### src/rtl/prs_pkg.sv
package prs_pkg;
    typedef enum logic [2:0] {
        ST_IDLE    = 3'd0,
        ST_HOLD    = 3'd1,
        ST_RAMP_DN = 3'd2,
        ST_DIV_RST = 3'd3,
        ST_RAMP_UP = 3'd4,
        ST_RELEASE = 3'd5
    } prs_state_e;
endpackage

### src/rtl/prs_tick.sv
module prs_tick #(
    parameter int DIV = 4
) (
    input  logic clk,
    input  logic rst_n,
    input  logic run,
    output logic tick
);
    generate
        if (DIV <= 1) begin : g_every
            assign tick = run;
        end else begin : g_count
            localparam int CW = $clog2(DIV);
            logic [CW-1:0] cnt_q;
            always_ff @(posedge clk) begin
                if (!rst_n || !run) begin
                    cnt_q <= '0;
                end else if (cnt_q == CW'(DIV - 1)) begin
                    cnt_q <= '0;
                end else begin
                    cnt_q <= cnt_q + 1'b1;
                end
            end
            assign tick = run && (cnt_q == CW'(DIV - 1));
        end
    endgenerate
endmodule

### src/rtl/prs_ramp_step.sv
module prs_ramp_step #(
    parameter int W  = 16,
    parameter int SW = 8
) (
    input  logic signed [W-1:0] cur,
    input  logic signed [W-1:0] goal,
    input  logic        [SW-1:0] step,
    output logic signed [W-1:0] nxt
);
    localparam int DW = W + 1;
    logic        [SW-1:0] step_eff;
    logic signed [DW-1:0] diff;
    logic signed [DW-1:0] mag;
    logic signed [DW-1:0] stp;

    always_comb begin
        step_eff = (step == '0) ? SW'(1) : step;
        stp      = signed'({{(DW-SW){1'b0}}, step_eff});
        diff     = signed'({goal[W-1], goal}) - signed'({cur[W-1], cur});
        mag      = (diff < 0) ? -diff : diff;
        if (mag <= stp) begin
            nxt = goal;
        end else if (diff < 0) begin
            nxt = cur - stp[W-1:0];
        end else begin
            nxt = cur + stp[W-1:0];
        end
    end
endmodule

### src/rtl/prs_fsm.sv
module prs_fsm
    import prs_pkg::*;
(
    input  logic       clk,
    input  logic       rst_n,
    input  logic       start,
    input  logic       at_zero,
    input  logic       at_goal,
    output prs_state_e state,
    output logic       holdover_req,
    output logic       div_rst,
    output logic       busy
);
    prs_state_e state_q, state_d;

    always_ff @(posedge clk) begin
        if (!rst_n) begin
            state_q <= ST_IDLE;
        end else begin
            state_q <= state_d;
        end
    end

    always_comb begin
        state_d = state_q;
        unique case (state_q)
            ST_IDLE:    if (start)   state_d = ST_HOLD;
            ST_HOLD:                 state_d = ST_RAMP_DN;
            ST_RAMP_DN: if (at_zero) state_d = ST_DIV_RST;
            ST_DIV_RST:              state_d = ST_RAMP_UP;
            ST_RAMP_UP: if (at_goal) state_d = ST_RELEASE;
            ST_RELEASE:              state_d = ST_IDLE;
            default:                 state_d = ST_IDLE;
        endcase
    end

    always_comb begin
        holdover_req = 1'b0;
        div_rst      = 1'b0;
        busy         = 1'b1;
        unique case (state_q)
            ST_IDLE:    busy = 1'b0;
            ST_HOLD,
            ST_RAMP_DN,
            ST_RAMP_UP: holdover_req = 1'b1;
            ST_DIV_RST: begin
                holdover_req = 1'b1;
                div_rst      = 1'b1;
            end
            ST_RELEASE: holdover_req = 1'b0;
            default:    busy = 1'b0;
        endcase
    end

    assign state = state_q;
endmodule

### src/rtl/phase_recal_seq.sv
module phase_recal_seq
    import prs_pkg::*;
#(
    parameter int OFS_W    = 16,
    parameter int STEP_W   = 8,
    parameter int RAMP_DIV = 4
) (
    input  logic                    clk,
    input  logic                    rst_n,
    input  logic                    wr_en,
    input  logic                    wr_data,
    input  logic signed [OFS_W-1:0] target_ofs,
    input  logic        [STEP_W-1:0] step,
    output logic signed [OFS_W-1:0] applied_ofs,
    output logic                    holdover_req,
    output logic                    div_rst,
    output logic                    recal_bit
);
    localparam logic signed [OFS_W-1:0] ZERO_OFS = '0;

    prs_state_e              state;
    logic                    ramping;
    logic                    tick;
    logic signed [OFS_W-1:0] ofs_q;
    logic signed [OFS_W-1:0] nxt_dn;
    logic signed [OFS_W-1:0] nxt_up;
    logic                    at_zero;
    logic                    at_goal;

    assign at_zero = (ofs_q == ZERO_OFS);
    assign at_goal = (ofs_q == target_ofs);
    assign ramping = (state == ST_RAMP_DN) || (state == ST_RAMP_UP);

    prs_fsm u_fsm (
        .clk          (clk),
        .rst_n        (rst_n),
        .start        (wr_en && wr_data),
        .at_zero      (at_zero),
        .at_goal      (at_goal),
        .state        (state),
        .holdover_req (holdover_req),
        .div_rst      (div_rst),
        .busy         (recal_bit)
    );

    prs_tick #(.DIV(RAMP_DIV)) u_tick (
        .clk   (clk),
        .rst_n (rst_n),
        .run   (ramping),
        .tick  (tick)
    );

    prs_ramp_step #(.W(OFS_W), .SW(STEP_W)) u_step_dn (
        .cur  (ofs_q),
        .goal (ZERO_OFS),
        .step (step),
        .nxt  (nxt_dn)
    );

    prs_ramp_step #(.W(OFS_W), .SW(STEP_W)) u_step_up (
        .cur  (ofs_q),
        .goal (target_ofs),
        .step (step),
        .nxt  (nxt_up)
    );

    always_ff @(posedge clk) begin
        if (!rst_n) begin
            ofs_q <= '0;
        end else begin
            unique case (state)
                ST_IDLE:    ofs_q <= target_ofs;
                ST_RAMP_DN: if (tick) ofs_q <= nxt_dn;
                ST_RAMP_UP: if (tick) ofs_q <= nxt_up;
                default:    ofs_q <= ofs_q;
            endcase
        end
    end

    assign applied_ofs = ofs_q;
endmodule

### config.mk
export PLATFORM = sky130hd
export DESIGN_NAME = phase_recal_seq
export DESIGN_NICKNAME = d
export VERILOG_FILES = /design/src/rtl/prs_pkg.sv /design/src/rtl/prs_tick.sv /design/src/rtl/prs_ramp_step.sv /design/src/rtl/prs_fsm.sv /design/src/rtl/phase_recal_seq.sv
export SDC_FILE = /design/constraint.sdc
export NUM_CORES = 1
export LEC_CHECK = 0
export ABC_AREA = 1
export BUFFER_PORTS_ARGS = -buffer_cell sky130_fd_sc_hd__buf_2
export CAP_MARGIN = 25
export CELL_PAD_IN_SITES_DETAIL_PLACEMENT = 2
export CELL_PAD_IN_SITES_GLOBAL_PLACEMENT = 2
export CORE_MARGIN = 2
export CORE_UTILIZATION = 33
export DETAILED_ROUTE_END_ITERATION = 10
export GPL_TIMING_DRIVEN = 0
export HOLD_SLACK_MARGIN = 0.1
export MAX_ROUTING_LAYER = met4
export PLACE_DENSITY_LB_ADDON = 0.1
export SLEW_MARGIN = 20
export SYNTH_ARGS = -nofsm -noshare
export SYNTH_HDL_FRONTEND = slang
export SYNTH_HIERARCHICAL = 1
export SYNTH_SLANG_ARGS = --single-unit
### constraint.sdc
create_clock -name clk -period 5.6 [get_ports clk]
set_input_delay 0.84 -clock clk [delete_from_list [all_inputs] [get_ports clk]]
set_output_delay 0.84 -clock clk [all_outputs]
set_load 0.02 [all_outputs]
==> run metrics, run 1 <==
Worst R2R Path Depth=30; Peak supply drop=224 uV; met2 usage=approximately 49%; Mapped Avg Cell Area=5.59 um2; FF-to-FF End=applied_ofs[12]; # diodes=0; Power Internal=about 1900 uW; crit path launch=target_ofs[0]; pwr/cell area=around 570 nW/um2; I/O Pins=47; CTS sink cnt=21; grt total ovfl=0; detailed-route vias per instance=approximately 5.0; largest cells by area after synthesis=nand2_1 (22%), ha_1 (14%), inv_1 (10%), nand3_1 (8.5%), nor2_1 (5.8%); hold buffers post-CTS=0; Avg WL per Cell=around 17 um; TritonCTS clock tree=built; critical path peak fanout=19; Crit path top cell by count=nand2_1; total CTS buffers=3; GRT Util Overall=around a quarter; WL final=just over 30000 um; Worst Path Required=5750 ps; Logic pwr share=about nine tenths; status=complete, no violations; antenna violations before repair=0; Hold Path Origin=u_tick/g_count.cnt_q[0]; Fin Clk Skew=~3.6 ps; cell area after synthesis=7730 um2; Startpoint Class=primary input; Worst-path clk slew=about 60 ps; final slew viol count=0; hold path depth=1; Syn Inst Count=1381; Final nets=about 1600; share of post-route cells with drive strength above 1=a little over an eighth; Min-Delay Endpoint=u_tick/g_count.cnt_q[0]; sequential element share of the synthesized area=under 10%; max-cap viol count=0; Yosys reg bits=21; Die X-Extent=about 160 um; Setup TNS Final=0 ps; First-pass DRT Iterations=4; Clk network pwr share=3.1%; sequential share of power=approximately 7.5%; tightest hold margin=504 ps; starting density of the core=around a third; Distinct cells, synth=between 40 and 50; clock latency on the worst-skew pair=around 260 ps; 1st-iter DRT viols=300; M1 GR Usage=between 30% and 40%; DRC=0; final number of hold-violating endpoints=0; Max Clock Freq=189 MHz; Setup CP Type=primary input to register; Psw=3050 uW; final setup fails=0; port bufs=46; dpl cells=between 1500 and 2000; crit path time final=5280 ps; number of global-route vias before repair=roughly 9600; Synthesis Warnings=6; non-filler cells, final=around 1800; reg2reg setup slack=470 ps; clock root buffer=clkbuf_16; CP max-delay cell=or4_1; Max-slew headroom=between 30% and 40%; CTS Buffer Depth=2; PnR Total Power=4930 uW; post-synth top area share=between 20% and 30%; Switching Fraction=about three fifths; CP max stage delay=around 490 ps; CORE AREA=around 23000 um2; Cell Rows=55; Filler cells=about 3000; Final period util=approximately 94%; LEAKAGE=slightly below 0.005 uW; met3 GRT Util=approximately 1.7%; busiest grt layer=met2; delay-heaviest family, CP=simple AND/OR/NAND/NOR gates; Synth area leader=nand2_1; height of the die=roughly 160 um; H-tree depth=1; Antenna Violating Nets Remaining=0; Util after Layout=between 30 and 40%; Least-Margin Pin Slew=about 900 ps; Layout area overhead=11.5%; Crit path buffers/inverters=7; die area=about 25000 um2; via count=about 8900; DP HPWL=approximately 27000 um; worst endpoint data arrival time=5430 ps; Tightest Hold Check Type=register to register; largest net degree at the start of global routing=20; crit end category=register; RD Place Congestion=0.847; first-pass GRT wire length=between 40000 and 50000 um; worst r2r src=applied_ofs[0]
-- how the worst max path moves through the flow --
stage	end	slack, ps	cells past startpoint
floorplan	applied_ofs[10]	930	34
global placement	applied_ofs[6]	-160	34
detailed placement	applied_ofs[8]	-360	34
CTS	applied_ofs[8]	60	33
global route	applied_ofs[0]	-5	34
finish	applied_ofs[8]	320	34
-- layout by cell type, fill, tap and decap left out, types with 9 or more instances in the layout --
cell	Yosys	layout
dfxtp_1	21	21
inv_2	8	9
ha_1	85	85
nand2_1	448	447
nand3b_1	10	10
buf_2	5	49
conb_1	1	33
nor2_1	120	119
nor2_2	14	15
o21ai_0	28	28
xor2_1	42	42
nor3_1	10	10
nand2_2	54	55
nand3_2	22	23
nand4_1	17	17
inv_1	210	209
nand3_1	131	130
a21oi_1	53	52
xnor2_1	27	27
-- through the flow --
step / area (um2) / setup WS [ps]
after CTS: 8540 / 62.5
after floorplan: 7850 / 926
final: 8620 / 321
after global placement: 8470 / -157
after detailed placement: 8470 / -365
after global routing: 8620 / -5.39
-- sequential cells by signal, indices dropped and copies added (netlist names) --
name	cells
u_fsm/state	3
u_tick/g_count.cnt_q	2
applied_ofs	16
-- repair_timing --
item,4_1_cts,5_1_grt
gates cloned,0,1
gates resized for setup,1,14
pin swaps,0,3
endpoints found under the setup margin,9,16
setup buffers,0,4
-- area by class of cell --
type	count	area [um2]	area share (%)
Tap cell	313	392	4.54
Multi-Input combinational cell	1148	6400	74.3
Clock buffer	4	78.8	0.915
Sequential cell	21	420	4.88
Timing Repair Buffer	51	265	3.08
Inverter	221	842	9.77
Buffer	21	218	2.53
-- power by group through the flow --
stage	Sequential [uW]	Combinational [uW]	Clock, uW
2_1_floorplan	311	3240	0
3_3_place_gp	376	4170	0
3_5_place_dp	376	4360	0
4_1_cts	373	4380	157
5_1_grt	379	5000	163
6_report	368	4400	155
-- routing by layer --
layer | vias to the layer above | wire, um
met1 | 4296 | 13900
met2 | 96 | 15900
met5 | - | 0
met4 | 0 | 510
met3 | 32 | 625
li1 | 4503 | -
-- synth_stat cells --
cell / n
inv_6: 2
nor2_4: 4
nor2_2: 14
buf_4: 4
buf_8: 1
conb_1: 1
buf_6: 6
inv_2: 8
a21oi_2: 4
and2_1: 3
nand2_2: 54
nand3_2: 22
nand3_4: 3
xor2_1: 42
xnor2_1: 27
buf_2: 5
o22ai_1: 1
nand3b_1: 10
or2_0: 1
nand3_1: 131
nor2_1: 120
o31ai_1: 8
a21o_1: 3
nand2_1: 448
a211oi_1: 2
nor4_1: 5
a21oi_1: 53
a31oi_1: 5
clkbuf_1: 4
buf_12: 3
o221ai_1: 1
nor3_1: 10
a21boi_0: 2
ha_1: 85
dfxtp_1: 21
inv_1: 210
nand2_4: 5
inv_4: 1
o2111ai_1: 2
o21ai_0: 28
fa_1: 4
nand4_1: 17
or4_1: 1
-- cell families (layout without fill, tap and decap cells) --
family / count (synthesis) / count (layout) / share of synthesized area, %
flip-flops: 21 / 21 / 5.44
buffers and inverters: 244 / 297 / 13.7
AO/OA/AOI/OAI: 109 / 109 / 7.98
AND/OR/NAND/NOR: 848 / 848 / 50.3
XOR/XNOR: 69 / 69 / 7.82
adder cells (fa/ha/maj): 89 / 89 / 14.8
other: 1 / 33 / 0.0485
Power figures use the tool's default switching activity.
==> inputs of run 2 (changes only) <==
--- a/config.mk
+++ b/config.mk
@@ -20,5 +20,4 @@
 export SLEW_MARGIN = 20
 export SYNTH_ARGS = -nofsm -noshare
 export SYNTH_HDL_FRONTEND = slang
-export SYNTH_HIERARCHICAL = 1
 export SYNTH_SLANG_ARGS = --single-unit
==> run metrics, run 2 <==
status=complete, no violations; CP max-delay cell=fa_1; worst endpoint data arrival time=roughly 5300 ps; Worst-path clk slew=approximately 70 ps; Syn Inst Count=slightly below 1000; RSZ-0062 raised after global routing=false; First-pass DRT Iterations=4; Die X-Extent=approximately 140 um; LEAKAGE=roughly 0.0033 uW; grt total ovfl=0; Max-slew headroom=around 45%; Filler cells=2244; Avg WL per Cell=about 18 um; delay-heaviest family, CP=simple AND/OR/NAND/NOR gates; Mapped Avg Cell Area=5.88 um2; Min-Delay Endpoint=u_tick.g_count.cnt_q[0]; CP max stage delay=~420 ps; FF-to-FF End=applied_ofs[5]; footprint of the multi-input gates=roughly 4600 um2; ys flop type=dfxtp_1; Async SR Flop Fraction=0%; RD Place Congestion=approximately 0.84; Setup CP Type=primary input to register; share of post-route cells with drive strength above 1=a little under a fifth; number of global-route vias before repair=around 7000; port bufs=46; crit end category=register; CORE AREA=~17000 um2; Yosys reg bits=21; busiest grt layer=met2; detailed-route vias per instance=5.18; max-cap viol count=0; most frequent cell after synthesis=nand2_1; final number of hold-violating endpoints=0; Synth area leader=nand2_1; CTS Buffer Depth=2; Register Area=around 420 um2; met2 usage=47.4%; Tightest Hold Check Type=register to register; Least-Margin Pin Slew=just over 800 ps; pwr/cell area=~660 nW/um2; Synth top cells by count=nand2_1 (237), inv_1 (126), nor2_1 (79); clock root buffer=clkbuf_16; 1st-iter DRT viols=approximately 170; antenna violations before repair=0; Crit path top cell by count=nand2_1; largest cells by area after synthesis=nand2_1 (16%), ha_1 (11%), inv_1 (8.3%), dfxtp_1 (7.3%), xor2_1 (7.0%); GRT Util Overall=about a quarter; final setup fails=0; die area=about 18000 um2; Synthesis Warnings=0; number of synthesized flops with an enable pin=0; Setup TNS Final=0 ps; Peak supply drop=roughly 260 uV; Syn Nets=around 1100; Final period util=between 90% and 100%; Layout area overhead=10.7%; critical path peak fanout=10; total CTS buffers=3; final slew viol count=0; leading cell types in the layout, fill and taps excluded=nand2_1 (237), inv_1 (126), nor2_1 (79); M1 GR Usage=between 30% and 40%; WL final=23000 um; sequential element share of the synthesized area=between 7 and 8%; Fin Clk Skew=6.27 ps; DP HPWL=approximately 20000 um; H-tree depth=1; clock latency on the worst-skew pair=270 ps; hold path depth=1; post-synth top area share=15.5%; cell area after synthesis=roughly 5700 um2; Cell Rows=48; height of the die=~140 um; first-pass GRT wire length=36600 um; Distinct cells, synth=49; largest net degree at the start of global routing=13; commonest non-fill, non-tap cell in the layout=nand2_1; CTS sink cnt=21; reg2reg setup slack=approximately 570 ps; Startpoint Class=primary input; worst r2r src=applied_ofs[14]; DRC=0; via count=roughly 6500; Max Clock Freq=between 150 and 200 MHz; hold buffers post-CTS=0; I/O Pins=47; tightest hold margin=about 430 ps; TritonCTS clock tree=built; number of flip-flops under the largest register name=16; Hold Path Origin=u_tick.g_count.cnt_q[0]; Crit path buffers/inverters=7; Worst Path Required=approximately 5700 ps; Worst R2R Path Depth=30; starting density of the core=approximately a third; Final nets=~1100; crit path time final=approximately 5200 ps; met3 GRT Util=less than 1%; Antenna Violating Nets Remaining=0; # diodes=0
-- run 2: per-layer routing --
metal	vias up	wire, um
li1	3239	-
met5	-	0
met3	13	349
met4	0	223
met2	69	11600
met1	3158	10800
-- run 2: worst reg2reg max path, delay by kind of cell, from the launching register on --
family	cells	cell delay (ps)
compound gates	5	720
xor+xnor	1	130
fa+ha+maj	2	800
simple gates	16	1660
flops	1	470
buf+inv	6	1120
-- run 2: what timing repair did --
item | CTS | global route
pin swaps | 0 | 1
setup buffers | 0 | 2
gates resized for setup | 1 | 4
setup endpoints to repair | 16 | 15
-- run 2: kinds of logic after synthesis --
kind of cell	count (synthesis)	share of synthesized area, %
buf+inv	179	12.9
fa+ha+maj	54	12.2
xor+xnor	54	8.52
compound gates	150	15.0
flops	21	7.34
simple gates	513	43.4
mux	4	0.699
-- run 2: power by group --
part	leakage, uW	internal [uW]	total [uW]	switching, uW
logic	0.00313	1230	3710	2480
registers	0.000174	207	315	108
clock network	0.0000409	96.4	161	64.5
-- run 2: stage by stage --
stage,area [um2],util [%],setup slack (ps),instances,total power (uW)
floorplan,5730,-,1080,975,3000
global placement,6240,36.5,-341,1246,3900
detailed placement,6240,36.5,-480,1246,4030
CTS,6320,36.9,84.2,1249,4210
global route,6340,37.0,46.3,1251,4680
finish,6340,37.0,395,1251,4180
-- run 2: layout make-up --
| cell class | count | area share [%] |
|---|---|---|
| multi-input combinational | 775 | 72.1 |
| inverter | 148 | 8.76 |
| sequential | 21 | 6.63 |
| tap | 225 | 4.44 |
| timing repair buffer | 48 | 3.87 |
| buffer | 30 | 2.98 |
| clock buffer | 3 | 1.18 |
| clock inverter | 1 | 0.0789 |
-- run 2: how the worst max path moves through the flow --
stage | startpoint | end | depth (start not counted)
CTS | target_ofs[0] | applied_ofs[5] | 34
floorplan | target_ofs[0] | applied_ofs[10] | 33
global placement | target_ofs[0] | applied_ofs[12] | 34
global route | target_ofs[0] | applied_ofs[5] | 34
detailed placement | target_ofs[0] | applied_ofs[12] | 34
finish | target_ofs[0] | applied_ofs[5] | 34
==> inputs of run 3 (changes only) <==
--- a/config.mk
+++ b/config.mk
@@ -10,13 +10,13 @@
 export CAP_MARGIN = 25
 export CELL_PAD_IN_SITES_DETAIL_PLACEMENT = 2
 export CELL_PAD_IN_SITES_GLOBAL_PLACEMENT = 2
-export CORE_MARGIN = 2
+export CORE_MARGIN = 4
 export CORE_UTILIZATION = 33
 export DETAILED_ROUTE_END_ITERATION = 10
 export GPL_TIMING_DRIVEN = 0
 export HOLD_SLACK_MARGIN = 0.1
 export MAX_ROUTING_LAYER = met4
-export PLACE_DENSITY_LB_ADDON = 0.1
+export PLACE_DENSITY_LB_ADDON = 0.25
 export SLEW_MARGIN = 20
 export SYNTH_ARGS = -nofsm -noshare
 export SYNTH_HDL_FRONTEND = slang
==> run metrics, run 3 (synthesized netlist as in run 2, its figures left out) <==
status=complete, no violations; die area=between 15000 and 20000 um2; hold buffers post-CTS=0; Cell Rows=47; Crit path top cell by count=nand2_1; First-pass DRT Iterations=5; reg2reg setup slack=slightly below 700 ps; CTS sink cnt=21; GRT Util Overall=24.7%; CORE AREA=around 17000 um2; dpl cells=about 1200; RD Place Congestion=a little under 0.9; Peak supply drop=roughly 280 uV; WL final=around 24000 um; Avg WL per Cell=18.9 um; Max-slew headroom=between 40 and 50%; Min-Delay Endpoint=u_tick.g_count.cnt_q[0]; final number of hold-violating endpoints=0; grt total ovfl=0; Layout area overhead=10.5%; TritonCTS clock tree=built; Util after Layout=between 30% and 40%; H-tree depth=1; Antenna Violating Nets Remaining=0; max-cap viol count=0; Final period util=between 90% and 100%; via count=6572; cell area after layout=6330 um2; Post-DP Area=a little over 6000 um2; clock root buffer=clkbuf_16; port bufs=between 40 and 50; Startpoint Class=primary input; crit path time final=between 5000 and 6000 ps; DP HPWL=between 20000 and 25000 um; hold path depth=1; Least-Margin Pin Slew=814 ps; CTS Buffer Depth=2; Fin Clk Skew=4.82 ps; crit end category=register; I/O Pins=47; number of global-route vias before repair=7011; Die X-Extent=140 um; worst r2r src=applied_ofs[14]; share of post-route cells with drive strength above 1=17.9%; number of flip-flops under the largest register name=16; DRC=0; Final nets=approximately 1100; Filler cells=2194; busiest grt layer=met2; pwr/cell area=between 600 and 700 nW/um2; PnR Total Power=approximately 4200 uW; final setup fails=0; final slew viol count=0; Worst-path clk slew=approximately 60 ps; CP max stage delay=about 420 ps; LEAKAGE=between 0.003 and 0.004 uW; antenna violations before repair=1; Worst Path Required=roughly 5700 ps; total CTS buffers=3; first-pass GRT wire length=38100 um; leading cell types in the layout, fill and taps excluded=nand2_1 (237), inv_1 (126), nor2_1 (79); starting density of the core=between 30% and 40%; clock latency on the worst-skew pair=270 ps; Tightest Hold Check Type=register to register; largest net degree at the start of global routing=13; height of the die=140 um; M1 GR Usage=a little under a third; met3 GRT Util=under 10%; commonest non-fill, non-tap cell in the layout=nand2_1; worst endpoint data arrival time=roughly 5300 ps; Hold Path Origin=u_tick.g_count.cnt_q[0]; Worst R2R Path Depth=30; Setup CP Type=primary input to register; FF-to-FF End=applied_ofs[12]; CP max-delay cell=fa_1; detailed-route vias per instance=about 5.3; critical path peak fanout=10; non-filler cells, final=roughly 1200; Max Clock Freq=195 MHz; met2 usage=between 40% and 50%; 1st-iter DRT viols=between 300 and 400
[run 3: cell types whose count changed in the layout (fill, tap and decap cells not counted), sizes merged]
cell    delta
clkinv     -1
clkbuf     +1
diode      +1
[run 3: critical path, delay by kind of cell]
kind / cells / cell delay [ps]
AND/OR/NAND/NOR: 18 / 1690
adder cells (fa/ha/maj): 3 / 980
buffers and inverters: 7 / 970
AO/OA/AOI/OAI: 5 / 650
XOR/XNOR: 1 / 130
[run 3: how the worst max path moves through the flow]
stage	from	cells after the start	end	slack, ps
after floorplan	target_ofs[0]	33	applied_ofs[10]	1080
after global placement	target_ofs[0]	34	applied_ofs[12]	-330
after detailed placement	target_ofs[0]	34	applied_ofs[12]	-420
after CTS	target_ofs[0]	34	applied_ofs[12]	170
after global routing	target_ofs[0]	34	applied_ofs[12]	-20
final	target_ofs[0]	34	applied_ofs[12]	470
[run 3: report_power, final]
| part | internal, uW | leakage, uW | total [uW] | switching (uW) |
|---|---|---|---|---|
| clock network | 97.5 | 0.0000382 | 161 | 63.1 |
| logic | 1220 | 0.00313 | 3750 | 2530 |
| registers | 207 | 0.000174 | 313 | 105 |
[run 3: repair_timing]
item / 4_1_cts / 5_1_grt
endpoints found under the setup margin: 11 / 16
pin swaps: 0 / 1
gates cloned: 0 / 0
resized for setup: 1 / 3
setup buffers: 0 / 2
[run 3: through the flow]
step           TNS (ps)  hold slack [ps]  setup slack (ps)
2_1_floorplan         0              406              1080
3_3_place_gp      -4060              424              -331
3_5_place_dp      -5420              433              -418
4_1_cts               0              441               169
5_1_grt           -32.4              458             -20.6
6_report              0              435               473
[run 3: layer usage]
metal	vias to the layer above	routed length, um
met5	-	0
met4	0	513
met3	33	561
met2	81	11700
met1	3224	10800
li1	3234	-
[run 3: area by class of cell]
type,instances,area (um2),share of cell area [%]
sequential,21,420,6.64
antenna,1,2.50,0.0395
buffer,30,185,2.92
inverter,148,556,8.77
multi-input combinational,775,4570,72.2
timing repair buffer,48,245,3.87
clock buffer,4,78.8,1.24
tap,220,275,4.35
